--- src/rtl/hs_pkg.sv ---
// Shared types for the helper spawn controller: the confidence counter
// type and its update rule. Assumes 2-bit counters.
package hs_pkg;
    typedef logic [1:0] conf_cnt_t;
    localparam conf_cnt_t CONF_TOP = 2'b11;

    // Next counter value: saturating step on a hit, clear on a miss.
    function automatic conf_cnt_t conf_next(input conf_cnt_t c, input logic hit);
        if (!hit)            return '0;
        else if (c == CONF_TOP) return c;
        else                 return c + conf_cnt_t'(1);
    endfunction
endpackage

--- src/rtl/hs_conf_table.sv ---
// Address-indexed confidence table. Lookup is combinational and reads the
// value held before any same-cycle update. Index = XOR fold of all
// IDX_W-bit slices of the address. Assumes one update port.
module hs_conf_table
    import hs_pkg::*;
#(
    parameter int ADDR_W = 32,
    parameter int IDX_W  = 4
) (
    input  logic              clk,
    input  logic              rst_n,
    input  logic [ADDR_W-1:0] look_addr,
    output logic              look_conf,
    input  logic              upd_valid,
    input  logic [ADDR_W-1:0] upd_addr,
    input  logic              upd_hit
);
    localparam int DEPTH  = 1 << IDX_W;
    localparam int NCHUNK = (ADDR_W + IDX_W - 1) / IDX_W;
    localparam int PAD_W  = NCHUNK * IDX_W;

    conf_cnt_t tbl [DEPTH];
    logic [IDX_W-1:0] look_idx, upd_idx;

    // Fold an address into a table index.
    function automatic logic [IDX_W-1:0] fold(input logic [ADDR_W-1:0] a);
        logic [PAD_W-1:0] p;
        logic [IDX_W-1:0] r;
        p = PAD_W'(a);
        r = '0;
        for (int k = 0; k < NCHUNK; k++) r ^= p[k*IDX_W +: IDX_W];
        return r;
    endfunction

    assign look_idx  = fold(look_addr);
    assign upd_idx   = fold(upd_addr);
    assign look_conf = (tbl[look_idx] == CONF_TOP);

    // Clear on reset, train one entry per update.
    always_ff @(posedge clk) begin
        if (!rst_n) begin
            for (int k = 0; k < DEPTH; k++) tbl[k] <= '0;
        end else if (upd_valid) begin
            tbl[upd_idx] <= conf_next(tbl[upd_idx], upd_hit);
        end
    end

    for (genvar e = 0; e < DEPTH; e++) begin : g_chk

        cnt_step_chk: assert property (@(posedge clk) disable iff (!rst_n)
            (tbl[e] != $past(tbl[e])) |-> (tbl[e] == '0 || tbl[e] == $past(tbl[e]) + conf_cnt_t'(1)))
            else $error("confidence counter jumped");
    end
endmodule

--- src/rtl/hs_rank_select.sv ---
// Picks the most speculative eligible processor: highest rank wins,
// ties go to the lowest index. Purely combinational.
module hs_rank_select #(
    parameter int NPROC  = 4,
    parameter int RANK_W = 3,
    localparam int PID_W = $clog2(NPROC)
) (
    input  logic [NPROC-1:0]        elig,
    input  logic [NPROC*RANK_W-1:0] rank,
    output logic                    top_valid,
    output logic [PID_W-1:0]        top_id
);
    logic [RANK_W-1:0] best;

    // Linear scan with strict compare so the lowest index keeps a tie.
    always_comb begin
        top_valid = 1'b0;
        top_id    = '0;
        best      = '0;
        for (int i = 0; i < NPROC; i++) begin
            if (elig[i] && (!top_valid || rank[i*RANK_W +: RANK_W] > best)) begin
                top_valid = 1'b1;
                top_id    = PID_W'(i);
                best      = rank[i*RANK_W +: RANK_W];
            end
        end
    end
endmodule

--- src/rtl/hs_helper_track.sv ---
// Per-processor helper bookkeeping: live flag and parent id. Evaluates
// the kill causes every cycle and registers the kill mask. Assumes a
// spawn target is never a live helper.
module hs_helper_track #(
    parameter int NPROC  = 4,
    localparam int PID_W = $clog2(NPROC)
) (
    input  logic             clk,
    input  logic             rst_n,
    input  logic             spawn_fire,
    input  logic [PID_W-1:0] spawn_src,
    input  logic [PID_W-1:0] spawn_dst,
    input  logic             top_valid,
    input  logic [PID_W-1:0] top_id,
    input  logic [NPROC-1:0] finish_i,
    input  logic [NPROC-1:0] except_i,
    output logic [NPROC-1:0] alive_o,
    output logic [NPROC-1:0] kill_o,
    output logic [NPROC-1:0] has_helper_o,
    output logic [NPROC-1:0] killing_o
);
    logic [NPROC-1:0] alive, kill_now;
    logic [PID_W-1:0] parent [NPROC];
    logic [NPROC-1:0] owned  [NPROC];

    for (genvar h = 0; h < NPROC; h++) begin : g_kill
        // Kill cause for helper h: rank lost, parent or self done, or fault.
        assign kill_now[h] = alive[h] & (!top_valid || top_id != parent[h] ||
                             finish_i[parent[h]] || finish_i[h] || except_i[h]);
    end

    // Group live helpers by parent.
    always_comb begin
        for (int p = 0; p < NPROC; p++) begin
            for (int h = 0; h < NPROC; h++)
                owned[p][h] = alive[h] && (parent[h] == PID_W'(p));
            has_helper_o[p] = |owned[p];
            killing_o[p]    = |(owned[p] & kill_now);
        end
    end

    // Live flags and parents: kills clear, spawns set.
    always_ff @(posedge clk) begin
        if (!rst_n) begin
            alive  <= '0;
            kill_o <= '0;
            for (int h = 0; h < NPROC; h++) parent[h] <= '0;
        end else begin
            kill_o <= kill_now;
            for (int h = 0; h < NPROC; h++) begin
                if (spawn_fire && spawn_dst == PID_W'(h)) begin
                    alive[h]  <= 1'b1;
                    parent[h] <= spawn_src;
                end else if (kill_now[h]) begin
                    alive[h] <= 1'b0;
                end
            end
        end
    end

    assign alive_o = alive;

    for (genvar p = 0; p < NPROC; p++) begin : g_one

        one_helper_chk: assert property (@(posedge clk) disable iff (!rst_n)
            $onehot0(owned[p])) else $error("parent owns two helpers");
    end


    kill_was_helper_chk: assert property (@(posedge clk) disable iff (!rst_n)
        (|kill_o) |-> ((kill_o & ~$past(alive)) == '0))
        else $error("kill issued for a non-helper");
endmodule

--- src/rtl/helper_spawn_ctrl.sv ---
// Helper-thread spawn and kill controller. Decides when the most
// speculative thread is cloned into a run-ahead helper, picks the target
// processor, tracks helpers, issues kills and masks squash/finish events
// of helpers. Assumes proc_busy_i covers ordinary threads only.
module helper_spawn_ctrl
    import hs_pkg::*;
#(
    parameter int NPROC  = 4,
    parameter int RANK_W = 3,
    parameter int ADDR_W = 32,
    parameter int IDX_W  = 4,
    localparam int PID_W = $clog2(NPROC)
) (
    input  logic                    clk,
    input  logic                    rst_n,
    input  logic [NPROC-1:0]        proc_busy_i,
    input  logic [NPROC*RANK_W-1:0] rank_i,
    input  logic                    miss_valid_i,
    input  logic [PID_W-1:0]        miss_proc_i,
    input  logic [ADDR_W-1:0]       miss_addr_i,
    input  logic                    miss_pred_i,
    input  logic                    conf_upd_valid_i,
    input  logic [ADDR_W-1:0]       conf_upd_addr_i,
    input  logic                    conf_upd_hit_i,
    input  logic [NPROC-1:0]        finish_i,
    input  logic [NPROC-1:0]        except_i,
    input  logic [NPROC-1:0]        squash_tgt_i,
    input  logic [NPROC-1:0]        squash_src_i,
    output logic [NPROC-1:0]        squash_tgt_o,
    output logic [NPROC-1:0]        squash_src_o,
    output logic [NPROC-1:0]        done_o,
    output logic                    clone_valid_o,
    output logic [PID_W-1:0]        clone_src_o,
    output logic [PID_W-1:0]        clone_dst_o,
    output logic                    clone_ra_o,
    output logic [NPROC-1:0]        kill_o
);
    logic [NPROC-1:0] alive, has_helper, killing, elig, free;
    logic             top_valid, conf_ok, any_free;
    logic [PID_W-1:0] top_id, free_id, spawn_src;
    logic             miss_ok, pend_go, new_go, defer, spawn_fire;
    logic             pend_valid;
    logic [PID_W-1:0] pend_src;
    logic [NPROC-1:0] dst_onehot;

    assign elig = proc_busy_i & ~alive;
    assign free = ~proc_busy_i & ~alive;

    hs_rank_select #(.NPROC(NPROC), .RANK_W(RANK_W)) u_rank (
        .elig(elig), .rank(rank_i), .top_valid(top_valid), .top_id(top_id)
    );

    hs_conf_table #(.ADDR_W(ADDR_W), .IDX_W(IDX_W)) u_conf (
        .clk(clk), .rst_n(rst_n),
        .look_addr(miss_addr_i), .look_conf(conf_ok),
        .upd_valid(conf_upd_valid_i), .upd_addr(conf_upd_addr_i), .upd_hit(conf_upd_hit_i)
    );

    hs_helper_track #(.NPROC(NPROC)) u_track (
        .clk(clk), .rst_n(rst_n),
        .spawn_fire(spawn_fire), .spawn_src(spawn_src), .spawn_dst(free_id),
        .top_valid(top_valid), .top_id(top_id),
        .finish_i(finish_i), .except_i(except_i),
        .alive_o(alive), .kill_o(kill_o),
        .has_helper_o(has_helper), .killing_o(killing)
    );

    // Lowest-numbered free processor.
    always_comb begin
        free_id = '0;
        for (int k = NPROC - 1; k >= 0; k--)
            if (free[k]) free_id = PID_W'(k);
    end
    assign any_free = |free;

    // Spawn decision: deferred request first, then a fresh qualifying miss.
    always_comb begin
        miss_ok = miss_valid_i && miss_pred_i && conf_ok && top_valid && (top_id == miss_proc_i);
        pend_go = pend_valid && top_valid && (top_id == pend_src) && !has_helper[pend_src] && any_free;
        new_go  = miss_ok && !has_helper[miss_proc_i] && any_free && !pend_go;
        defer   = miss_ok && has_helper[miss_proc_i] && killing[miss_proc_i];
        spawn_fire = pend_go || new_go;
        spawn_src  = pend_go ? pend_src : miss_proc_i;
    end

    // Clone request and deferred-spawn registers.
    always_ff @(posedge clk) begin
        if (!rst_n) begin
            clone_valid_o <= 1'b0;
            clone_ra_o    <= 1'b0;
            clone_src_o   <= '0;
            clone_dst_o   <= '0;
            pend_valid    <= 1'b0;
            pend_src      <= '0;
        end else begin
            clone_valid_o <= spawn_fire;
            clone_ra_o    <= spawn_fire;
            clone_src_o   <= spawn_src;
            clone_dst_o   <= free_id;
            pend_valid    <= defer;
            pend_src      <= miss_proc_i;
        end
    end

    // Helpers neither receive nor cause squashes, and never report done.
    assign squash_tgt_o = squash_tgt_i & ~alive;
    assign squash_src_o = squash_src_i & ~alive;
    assign done_o       = finish_i & ~alive;

    assign dst_onehot = NPROC'(1) << clone_dst_o;


    clone_dst_free_chk: assert property (@(posedge clk) disable iff (!rst_n)
        clone_valid_o |-> ((($past(proc_busy_i) | $past(alive)) & dst_onehot) == '0))
        else $error("clone target was not free");


    defer_no_clone_chk: assert property (@(posedge clk) disable iff (!rst_n)
        pend_valid |-> !clone_valid_o)
        else $error("clone issued in the kill cycle of a deferred spawn");
endmodule

--- config.mk ---
export PLATFORM = sky130hd
export DESIGN_NAME = helper_spawn_ctrl
export DESIGN_NICKNAME = d
export VERILOG_FILES = /design/src/rtl/hs_pkg.sv /design/src/rtl/hs_conf_table.sv /design/src/rtl/hs_rank_select.sv /design/src/rtl/hs_helper_track.sv /design/src/rtl/helper_spawn_ctrl.sv
export SDC_FILE = /design/constraint.sdc
export NUM_CORES = 1
export LEC_CHECK = 0
export BUFFER_PORTS_ARGS = -buffer_cell sky130_fd_sc_hd__buf_4
export CAP_MARGIN = 20
export CORE_ASPECT_RATIO = 1.25
export CORE_MARGIN = 2
export CORE_UTILIZATION = 58
export CTS_CLUSTER_SIZE = 30
export DETAILED_ROUTE_END_ITERATION = 12
export PLACE_DENSITY = 0.89
export SLEW_MARGIN = 20
export SYNTH_ARGS = -nofsm -noshare
export SYNTH_HDL_FRONTEND = slang
export SYNTH_SLANG_ARGS = --single-unit
--- constraint.sdc ---
create_clock -name clk -period 11.6 [get_ports clk]
set_input_delay 0 -clock clk [delete_from_list [all_inputs] [get_ports clk]]
set_output_delay 0 -clock clk [all_outputs]
set_load 0.005 [all_outputs]
-- After elaboration in Yosys (flattened, before gate mapping)
Memory sizes are Yosys's and may differ from the RTL's.
Index checks and enable logic that the tools add are counted.
- muxes and demuxes: 64
- add/sub/neg operators: 1
- equal/unequal tests: 23
- reduce and logical (&&, ||, !) cells: 82
- order comparisons: 9
- bitwise gates (word level): 33
- operators with widths (cell ; count):
    bitwise XOR 4 bit ; 14
    2-to-1 mux 1 bit ; 37
    bitwise AND 4 bit ; 9
    logical AND 1 bit ; 36
    OR reduction 4 bit ; 9
    2-to-1 mux 2 bit ; 16
    == test 2 bit (second input constant) ; 12
    logical OR 1 bit ; 20
    less-than comparator 2 x 3 -> 1 bit (second input constant) ; 6
    binary-select mux 1 bit (select 2 bit) ; 7
    == test 2 x 1 -> 1 bit (second input constant) ; 5
    zero test 2 bit ; 5
    > comparator 3 bit ; 3
    2-to-1 mux 3 bit ; 3
    != test 2 bit ; 4
    NOT 4 bit ; 2
    nonzero test 2 bit ; 4
    zero test 1 bit ; 7
    bitwise AND 1 bit ; 4
    == test 2 bit ; 2
    2-to-1 mux 4 bit ; 1
    OR 1 bit ; 4
    adder 2 x 1 -> 2 bit (second input constant) ; 1
    OR reduction 2 bit ; 1
- input bits: 104
- bits in writable memories: 40
- register bits after elaboration: 16
- output and inout bits: 22
- memories: 2
- memories (memory ; depth ; bits a word ; rd ports ; clocked after Yosys merged registers in ; wr ports ; line ; source):
    u_conf.tbl ; 16 ; 2 ; 2 ; 0 ; 16 ; hs_conf_table.sv:22 ; conf_cnt_t tbl [DEPTH];
    u_track.parent ; 4 ; 2 ; 4 ; 0 ; 4 ; hs_helper_track.sv:23 ; logic [PID_W-1:0] parent [NPROC];

-- Logic depth before layout (Yosys ltp)
Gate-level depths: netlist of the first run.
- depth in word-level cells: 27
- depth in mapped cells: 27
- gate-level depth less buffers: 24

-- Cells and area by module
A second synthesis of the first run with hierarchy kept.
- cell total of the unflattened synthesis: 490
- area, all modules: 4579.4 µm²
- modules (own cells, without submodules) (module ; cells each ; seq. area each (µm²) ; area an instance (µm²) ; instances):
    hs_conf_table ; 232 ; 960.9 ; 2513.7 ; 1
    hs_helper_track ; 149 ; 400.4 ; 1144.8 ; 1
    helper_spawn_ctrl ; 63 ; 160.2 ; 576.8 ; 1
    hs_rank_select ; 46 ; 0.0 ; 344.1 ; 1

-- Worst setup path after synthesis of the first run
Ideal clock, no wire load.
- kind: reg2reg
- from: register u_track.alive[0], in the netlist u_track.alive_o[0]
- to: memory u_track.parent[0][0] in the netlist's numbering (data pin)
- clock period less this slack: 5.434 ns
- cell stages (with the launch flop): 26
- arrival: 5.169 ns
- path slack: 6.166 ns
- cell sequence: dfxtp_1 and2b_2 nand2_1 ha_1 nor2b_1 o21a_1 o211a_1 buf_2 a21oi_1 ha_1 nor2b_1 o31ai_1 a2bb2o_2 buf_2 nor2_1 a21oi_1 ha_1 nor2b_1 o31ai_1 a2bb2o_1 a21oi_4 nor3b_1 o2111ai_1 o21ba_4 mux2i_1 nor2_1
- RTL lines (item ; line ; source):
    start: declaration ; hs_helper_track.sv:22 ; logic [NPROC-1:0] alive, kill_now;
    start signal: assignment ; hs_helper_track.sv:45 ; alive <= '0;
    start signal: indexed assignment ; hs_helper_track.sv:52 ; alive[h] <= 1'b1;
    start signal: indexed assignment ; hs_helper_track.sv:55 ; alive[h] <= 1'b0;
    end: declaration ; hs_helper_track.sv:23 ;

==> results.md, run 1 <==
Cells and area:
- In the final design database the tool counted roughly 740 nets.
- Leaving out filler cells and counting taps, the final layout contains between 700 and 800.
- The share of final-layout standard cells stronger than drive strength 1 is 0.2736.
- From synthesis to final layout, the design area changed by 23.00%.
- The diode insertion count for antenna repair is 0.

Routing:
- The iteration count of the initial detailed-routing pass is 6.
- Wires add up to about 12,000 um.
- The per-cell routed wire length is around 17 um.
- The detailed router finished its first iteration with between 300 and 400 violations.
- Dividing the detail-routed via count by the number of cells gives approximately 6.0.
- The total number of vias is between 4,000 and 5,000.
- The DRC violation count after routing is 0.
- The count of nets left with antenna violations once routing finished came out at 0.

STA:
- The relative slew slack is 0.3962.
- The final hold violation count is 0.
- The minimum setup slack in the final design is a little over 5000 ps.
- The final max-slew violation count is 0.
- Between clock sinks in the finished design, the worst skew comes to 4.078 ps.
- In the final timing run, aggregate negative setup slack is 0 ps.
- The shortest period the worst path allows is 6574 ps.
- The final count of negative-setup-slack endpoints is 0.
- The maximum achievable frequency is 152.1 MHz.
- The final period utilization is 0.5668.
- Setup repair after global routing left no endpoint under its margin.
- The worst-margin pin slew is about 900 ps.

Run status:
- The run finished with clean final reports.

Setup path:
- STA classifies the critical path endpoint as a flop.
- Counting cells, the worst reg-to-reg path comes to 23.
- The data arrival time at the worst-slack endpoint is 6640 ps.
- Of all nets on the critical path, the largest fanout is 15.
- Tracing the worst setup path back leads to its startpoint at u_track.alive_o[0]$_SDFFE_PN0P_.
- The endpoint of the worst register-to-register path is u_track.parent[0][0]$_SDFFCE_PN0P_.
- Across all register-to-register paths, the minimum setup slack is 5030 ps.
- The worst setup path is launched from a flop.
- The timing endpoint of the critical path is u_track.parent[0][0]$_SDFFCE_PN0P_.
- Data on the critical path is required at its endpoint by 11,660 ps.
- The startpoint identified for the worst register-to-register timing path is u_track.alive_o[0]$_SDFFE_PN0P_.
- The setup path with the least slack is of type reg -> reg.

Clocking:
- The root buffer cell is clkbuf_8.
- Clock latency on the worst-skew pair, taken at its later pin, is 310 ps.
- The TritonCTS clock tree is yes.
- The total clock buffers created by CTS is 5.
- Clock tree synthesis found a total of 56 sinks.
- The H-tree depth is 2.
- The number of post-CTS setup repair buffers is 0.
- Clock-pin slew was measured on the worst setup and hold paths at about 110 ps.
- The clock passes through at most 2 buffers.

Die:
- From bottom edge to top edge, the die measures approximately 100 um.
- The die is 83.15 um wide.
- The I/O pin count is around 130.
- The die covers 0.008559 mm2.
- The starting density of the core is 0.5897.
- The area of the core is approximately 0.0077 mm2.
- The number of standard-cell rows in the floorplan is 36.

Logic synthesis:
- The synthesized design contains 40 enable-type register cells.
- The cell taking the most area after synthesis is edfxtp_1.
- The number of nets in the synthesized netlist is between 600 and 700.
- Counting flops with an async set or reset pin after synthesis yields a share of 0.
- The share of synthesized area occupied by flip-flops and latches is 0.3350.
- The number of warnings reported in the yosys synthesis log is 0.
- The synthesized area per cell is 8.819 um2.
- The cell count after synthesis is 515.
- Among all flip-flop cells after synthesis, the most frequent one is edfxtp_1.
- In the post-synthesis netlist, the biggest area contributors are edfxtp_1, xnor2_1, dfxtp_1.
- Counting distinct cell types in the post-synthesis netlist gives 70.
- The post-synthesis sequential element count is 56.
- The top-area cell type share of the netlist area is 0.2645.
- The mapped netlist covers 0.004542 mm2.

Hold path:
- The tightest min-delay check is of the in -> reg type.
- The depth of the worst hold-timing path is 2.

Job:
- The number of violations of the max-capacitance limit is 0.

Placed design:
- The instance count after placement with tap cells included is around 700.
- The total of buffers placed on input and output ports is around 130.
- The placer congestion estimate is around 0.95.
- Timing analysis after detailed placement gives a worst setup slack of approximately 5100 ps.
- The placed wire-length estimate is a little under 10,000 um.

Global route:
- The global route total overflow is 0.
- The first global-routing pass estimated 19,610 um of wire.
- In the global route stage, overall resource usage came out at 0.2834.
- The number of antenna violations at the first check in global routing is 0.
- The via count of the first global-routing pass is around 4,300.
- The maximum number of pins on one net before global-route repair is 38.

Power:
- Across the VDD grid, the largest voltage drop is 0.1129 mV.
- The ratio of total power to cell area is 123.4 mW/mm2.
- The analysis attributes to cell leakage a power of 0.002259 uW.
## cells in the final DEF (no fill, tap or decap), types with 16 or more instances in the layout
cell / synthesis / routed
dfxtp_1: 16 / 16
edfxtp_1: 40 / 40
nor2b_1: 26 / 26
nor3_1: 21 / 21
buf_4: 2 / 127
xnor2_1: 55 / 55
o21ai_0: 22 / 22
nand2_1: 55 / 55
nor2_1: 56 / 56
mux2i_1: 22 / 22
## cell usage after synthesis (6+ instances only)
master,n
inv_1,9
nand3_1,14
nor2_1,56
edfxtp_1,40
clkbuf_1,17
ha_1,9
nor2b_1,26
a21oi_1,11
a311oi_1,6
nor3_1,21
dfxtp_1,16
xnor2_1,55
o21ai_0,22
nand2_1,55
xor2_1,6
nor2_2,8
mux2i_1,22
mux2_2,7
## worst max-delay path, cell delays in order, from the launching register on
cell	delay, ps
dfxtp_1	660
and2b_2	330
nand2_1	100
ha_1	250
nor2b_1	140
o21a_1	170
o211a_1	360
a21oi_1	290
ha_1	290
nor2b_1	140
o31ai_1	250
a2bb2o_2	430
nor2_1	130
a21oi_1	50
ha_1	290
nor2b_1	130
o31ai_1	260
a2bb2o_1	460
a21oi_4	290
nor3b_1	220
o2111ai_1	190
o21ba_4	330
mux2i_1	450
nor2_1	90
## layout make-up
type,count,area (um2)
tap,95,118.9
inverter,10,37.54
clock buffer,5,68.82
sequential,56,1521
fill,590,2116
timing repair buffer,129,973.4
multi-input combinational,422,2843
clock inverter,3,23.77
## power by group
group | switching (uW) | internal [uW]
Clock | 70.5 | 44.6
Sequential | 8.86 | 226
Combinational | 207 | 133
Total | 286 | 403
## cell families (layout without fill, tap and decap cells)
kind of cell | after synthesis | after routing | share of synthesized area
AND/OR/NAND/NOR | 227 | 227 | 0.2540
AO/OA/AOI/OAI | 92 | 92 | 0.1490
XOR/XNOR | 63 | 63 | 0.1248
flip-flops | 56 | 56 | 0.3350
buffers and inverters | 37 | 147 | 0.03911
multiplexers | 31 | 31 | 0.07328
adder cells (fa/ha/maj) | 9 | 9 | 0.02479
## per-layer routing
metal	wire length, um	vias up	global-route usage
met5	0	-	0
met1	4348	2004	0.2916
met2	6720	217	0.5596
met3	762	42	0.03923
met4	502	0	0.1488
li1	-	2049	-
## how the worst min path moves through the flow
| stage | startpoint | to | slack, ps |
|---|---|---|---|
| after CTS | proc_busy_i[0] | clone_dst_o[0]$_SDFF_PN0_ | 2 |
| after detailed placement | squash_tgt_i[3] | squash_tgt_o[3] | 290 |
| after global placement | squash_src_i[2] | squash_src_o[2] | 290 |
| after floorplan | finish_i[0] | done_o[0] | 120 |
| after global routing | miss_proc_i[0] | pend_src[0]$_SDFF_PN0_ | 30 |
| final | miss_proc_i[0] | pend_src[0]$_SDFF_PN0_ | 9 |
## flip-flops by register name, summed over array words and instances, names as in the netlist
| register | flops |
|---|---|
| u_conf.tbl | 32 |
| u_track.parent | 8 |
| u_track.alive_o | 4 |
| u_track.kill_o | 4 |
| clone_dst_o | 2 |
| clone_src_o | 2 |
| pend_src | 2 |
| clone_ra_o | 1 |
| pend_valid | 1 |
## through the flow
step	area, um2	total power (uW)	hold slack (ps)	util
floorplan	4542	498.2	116.9	-
global placement	5474	562.9	293.5	0.7107
detailed placement	5474	572.8	294.0	0.7107
CTS	5577	684.1	2.272	0.7240
global route	5587	724.6	29.37	0.7253
finish	5587	689.3	8.791	0.7253
## what timing repair did
action                                 in CTS  in global routing
endpoints found under the hold margin       1                  1
resized for setup                           0                  0
hold buffers                                1                  1
(Power assumes the default switching activity.)
==> run 2: changes to the inputs <==
ABC_AREA = 1   (was default)
CORE_UTILIZATION = 54   (was 58)
PLACE_DENSITY = 0.83   (was 0.89)
clock period = 6.6 ns   (was 11.6 ns; I/O delays follow)
==> run 2 against run 1 <==
Synthesized cell count is 45% higher. Clock skew is 3.9 ps higher. Combinational power is 34% higher. Maximum frequency is 19% higher. Count of clock-buffer cells in the layout stayed put. Via count is 18% higher. Sequential power is 74% higher. Flip-flop and latch count stayed put. Final area is 5.6% higher. Clock power is 130% higher. Die area is 12% higher. Critical endpoint is now u_track.parent[2][1]$_SDFFCE_PN0P_.
==> results.md, run 2 <==
Run status:
- The run finished with clean final reports.

Die:
- The die outline area is 0.009624 mm2 (+12%).
- The die span in y is 109.2 um (+6.1%).
- The horizontal die dimension came to 88.15 um (+6.0%).
- The starting density of the core is 0.5523 (-0.03733).
- The number of standard-cell rows in the floorplan is 38 (+5.6%).
- The area of the core came to 0.008653 mm2 (+12%).
- The I/O pin count is 126 (unchanged).

Logic synthesis:
- The synthesized area per cell is 6.416 um2 (-27%).
- The fraction of registers with async set/reset was 0 (unchanged).
- The fraction of the mapped netlist area in compound gates was 0.05340 (-0.09563).
- The share of the synthesized netlist area taken by xor and xnor gates is 0.07304 (-0.05176).
- Among all flip-flop cells after synthesis, the most frequent one is edfxtp_1.
- The post-synthesis sequential element count is 56 (unchanged).
- The cell area after technology mapping is 0.004780 mm2 (+5.2%).
- The number of nets in the synthesized netlist came to 858 (+37%).
- The adder and majority cell fraction of the synthesized area came to 0.02356 (-0.001233).
- The top-area cell type share of the netlist area is 0.2513 (-0.01315).
- The number of warnings reported in the yosys synthesis log is 0 (unchanged).
- The cell count after synthesis is 745 (+45%).
- By area the synthesized netlist is led by edfxtp_1, nand2_1, inv_1.
- The multiplexer fraction of the synthesized cell area is 0 (-0.07328).
- The number of different library cells in the post-synthesis netlist is 34 (-51%).
- The number of flops mapped to enable cells by yosys came to 40 (unchanged).
- The commonest cells after synthesis are nand2_1, inv_1, nor2_1, nand3_1, edfxtp_1.
- The fraction of the mapped netlist area in simple logic gates was 0.4110 (+0.1570).
- The cell taking the most area after synthesis is edfxtp_1.
- By area, the combinational part of the netlist is dominated by simple AND/OR/NAND/NOR gates.
- nand2_1 is the most common cell in the netlist.
- The share of synthesized area occupied by flip-flops and latches is 0.3183 (-0.01666).

Cells and area:
- The share of the core filled with cells in the final layout is 0.6816 (-0.04370).
- The commonest non-fill, non-tap cell in the layout is nand2_1.
- The diode insertion count for antenna repair came to 0 (unchanged).
- The top cell types in the final layout, fill and taps aside, are nand2_1, buf_4, inv_1.
- The largest registers in the layout are u_conf.tbl: 32 flops, u_track.parent: 8 flops.
- The number of nets in the layout is 975 (+32%).
- The most flop-heavy register is u_conf.tbl.
- The filler cell count in the final layout is 800 (+36%).
- The final design area excluding fillers came to 0.005898 mm2 (+5.6%).
- The flip-flop count of the largest register after layout came to 32 (unchanged).
- The area taken by multi-input logic gates is 0.002681 mm2 (-5.7%).
- The sequential cell area came to 0.001521 mm2 (unchanged).
- The share of final-layout standard cells stronger than drive strength 1 is 0.1856 (-0.08799).
- The signed area change from the synthesized netlist to the final layout is 23.40%.

Setup path:
- The critical path class is reg -> reg.
- The data arrival time at the worst-slack endpoint is 5540 ps (-1100 ps).
- In this design, the largest share of critical-path delay is due to simple AND/OR/NAND/NOR gates.
- The launching element type of the critical path is a flop.
- The largest driver fanout on the critical path is 13 (-2).
- The count of buffer and inverter cells on the critical path came to 3 (+3).
- The cell that appears most often on the critical path is nand2_1.
- The required arrival time at the worst endpoint is 6620 ps (-5040 ps).
- The slowest stage cell on the critical path is dfxtp_1.
- The largest incremental delay on the critical path is 560 ps (-100 ps).
- The worst setup path is captured at a flop.

STA:
- The minimum setup slack in the final design is 1085 ps (-3941 ps).
- The accumulated negative setup slack is 0 ps (unchanged).
- The worst-margin pin slew is 703.3 ps (-198.0 ps).
- Setup repair after global routing left no endpoint under its margin.
- The final max-slew violation count came to 0 (unchanged).
- The maximum achievable frequency was 181.3 MHz (+19%).
- The shortest period the worst path allows is 5515 ps (-1059 ps).
- The final hold violation count was 0 (unchanged).
- The clock tree skew after final layout is 7.970 ps (+3.891 ps).
- The final period utilization came to 0.8357 (+0.2689).
- The relative slew slack is 0.5276 (+0.1313).
- The final count of negative-setup-slack endpoints came to 0 (unchanged).

Global route:
- The wire length of the first global-routing pass is 21,780 um (+11%).
- The via count of the first global-routing pass is 4,967 (+15%).
- The maximum number of pins on one net before global-route repair was 36 (-5.3%).
- The number of antenna violations at the first check in global routing is 0 (unchanged).
- The global route total overflow is 0 (unchanged).
- The total global routing track utilization was 0.2889 (+0.005570).

Routing:
- The total detailed-routing wirelength is 13,570 um (+10%).
- The per-cell routed wire length is 13.82 um (-19%).
- The detailed router's first-iteration violation count is 259 (-33%).
- The average via count per standard cell is 5.171 (-14%).
- The post-detailed-route count of antenna-violating nets is 0 (unchanged).
- The total number of vias is 5,078 (+18%).
- The iteration count of the initial detailed-routing pass is 5 (-1).
- The DRC violation count after routing was 0 (unchanged).

Clocking:
- The root buffer cell is clkbuf_8.
- The number of gates resized after cts is 0 (unchanged).
- The later-pin clock latency in the skew report was 310 ps (about the same).
- The total clock buffers created by CTS came to 5 (unchanged).
- The maximum clock insertion buffer count was 2 (unchanged).
- The number of hold buffers added after cts is 2 (+1).
- The number of post-CTS setup repair buffers is 0 (unchanged).
- The H-tree depth is 2 (unchanged).
- The sink count of the clock tree is 56 (unchanged).
- The register clock-pin slew on the reported worst setup and hold paths was 100 ps (about the same).
- TritonCTS built the clock tree.

Placed design:
- The placed wire-length estimate is 11,200 um (+14%).
- The placer congestion estimate was 0.9975 (+4.7%).
- The post-placement setup slack is 1170 ps (-3927 ps).
- The total of buffers placed on input and output ports is 125 (unchanged).
- The cell area after placement is 0.005749 mm2 (+5.0%).

Power:
- The leakage dissipation is 0.003088 uW (+37%).
- The maximum ir drop on the vdd rail is 0.1730 mV (+53%).
- The total power after layout came to 1123 uW (+63%).
- The ratio of total power to cell area is 190.4 mW/mm2 (+54%).

Job:
- The number of violations of the max-capacitance limit is 0 (unchanged).

Hold path:
- The path class of the tightest hold or removal check is in -> reg.
==> run 2: cell types whose count changed after synthesis, moves of 10 or more <==
cell / before / now
xnor2_1: 55 / 22
inv_1: 9 / 117
nand4_1: 1 / 13
nor2_1: 56 / 85
nor3_1: 21 / 10
nor2b_1: 26 / 0
mux2i_1: 22 / 0
clkbuf_1: 17 / 7
xor2_1: 6 / 16
nand3_1: 14 / 68
nand2_1: 55 / 244
==> run 2: logic make-up after synthesis <==
family          count (synthesis)
simple gates                  455
compound gates                 47
buf+inv                       139
flops                          56
fa+ha+maj                       9
xor+xnor                       39
==> run 2: final timing paths <==
kind / from / to / slack [ps] / depth (start not counted)
max reg2reg: u_track.alive_o[0]$_SDFFE_PN0P_ / u_track.parent[2][1]$_SDFFCE_PN0P_ / 1080 / 32
max: u_track.alive_o[0]$_SDFFE_PN0P_ / u_track.parent[2][1]$_SDFFCE_PN0P_ / 1080 / 32
min: proc_busy_i[0] / clone_dst_o[0]$_SDFF_PN0_ / 100 / 3
min reg2reg: u_track.alive_o[0]$_SDFFE_PN0P_ / u_track.kill_o[0]$_SDFF_PN0_ / 660 / 2
==> run 2: where the power goes <==
group          internal (uW)  switching [uW]  leakage (uW)  total, uW
combinational            165             289       0.00248        455
sequential               394            12.8      0.000543        407
clock                    149             112     0.0000642        262
total                    709             414       0.00309       1120
==> run 2: area by class of cell <==
| type | instances | share of cell area |
|---|---|---|
| Clock buffer | 5 | 0.01167 |
| Clock inverter | 2 | 0.01018 |
| Inverter | 122 | 0.07764 |
| Multi-Input combinational cell | 550 | 0.4546 |
| Sequential cell | 56 | 0.2580 |
| Tap cell | 120 | 0.02546 |
| Timing Repair Buffer | 127 | 0.1625 |
==> run 2: tightest hold or removal path: stages <==
cell and delay, ps:
buf_4 100, o22ai_1 150, nor2_1 120
==> run 2: stage by stage <==
step	std cells	hold WS [ps]
6_report	982	98.70
5_1_grt	982	112.0
4_1_cts	982	81.95
3_5_place_dp	973	264.9
3_3_place_gp	973	256.1
2_1_floorplan	745	66.94
==> run 2: routing by layer <==
metal | GRT usage | vias up | routed length (um)
met2 | 0.5774 | 217 | 7525
met5 | 0 | - | 0
li1 | - | 2561 | -
met4 | 0.1342 | 0 | 567
met3 | 0.03104 | 45 | 789
met1 | 0.2896 | 2255 | 4689
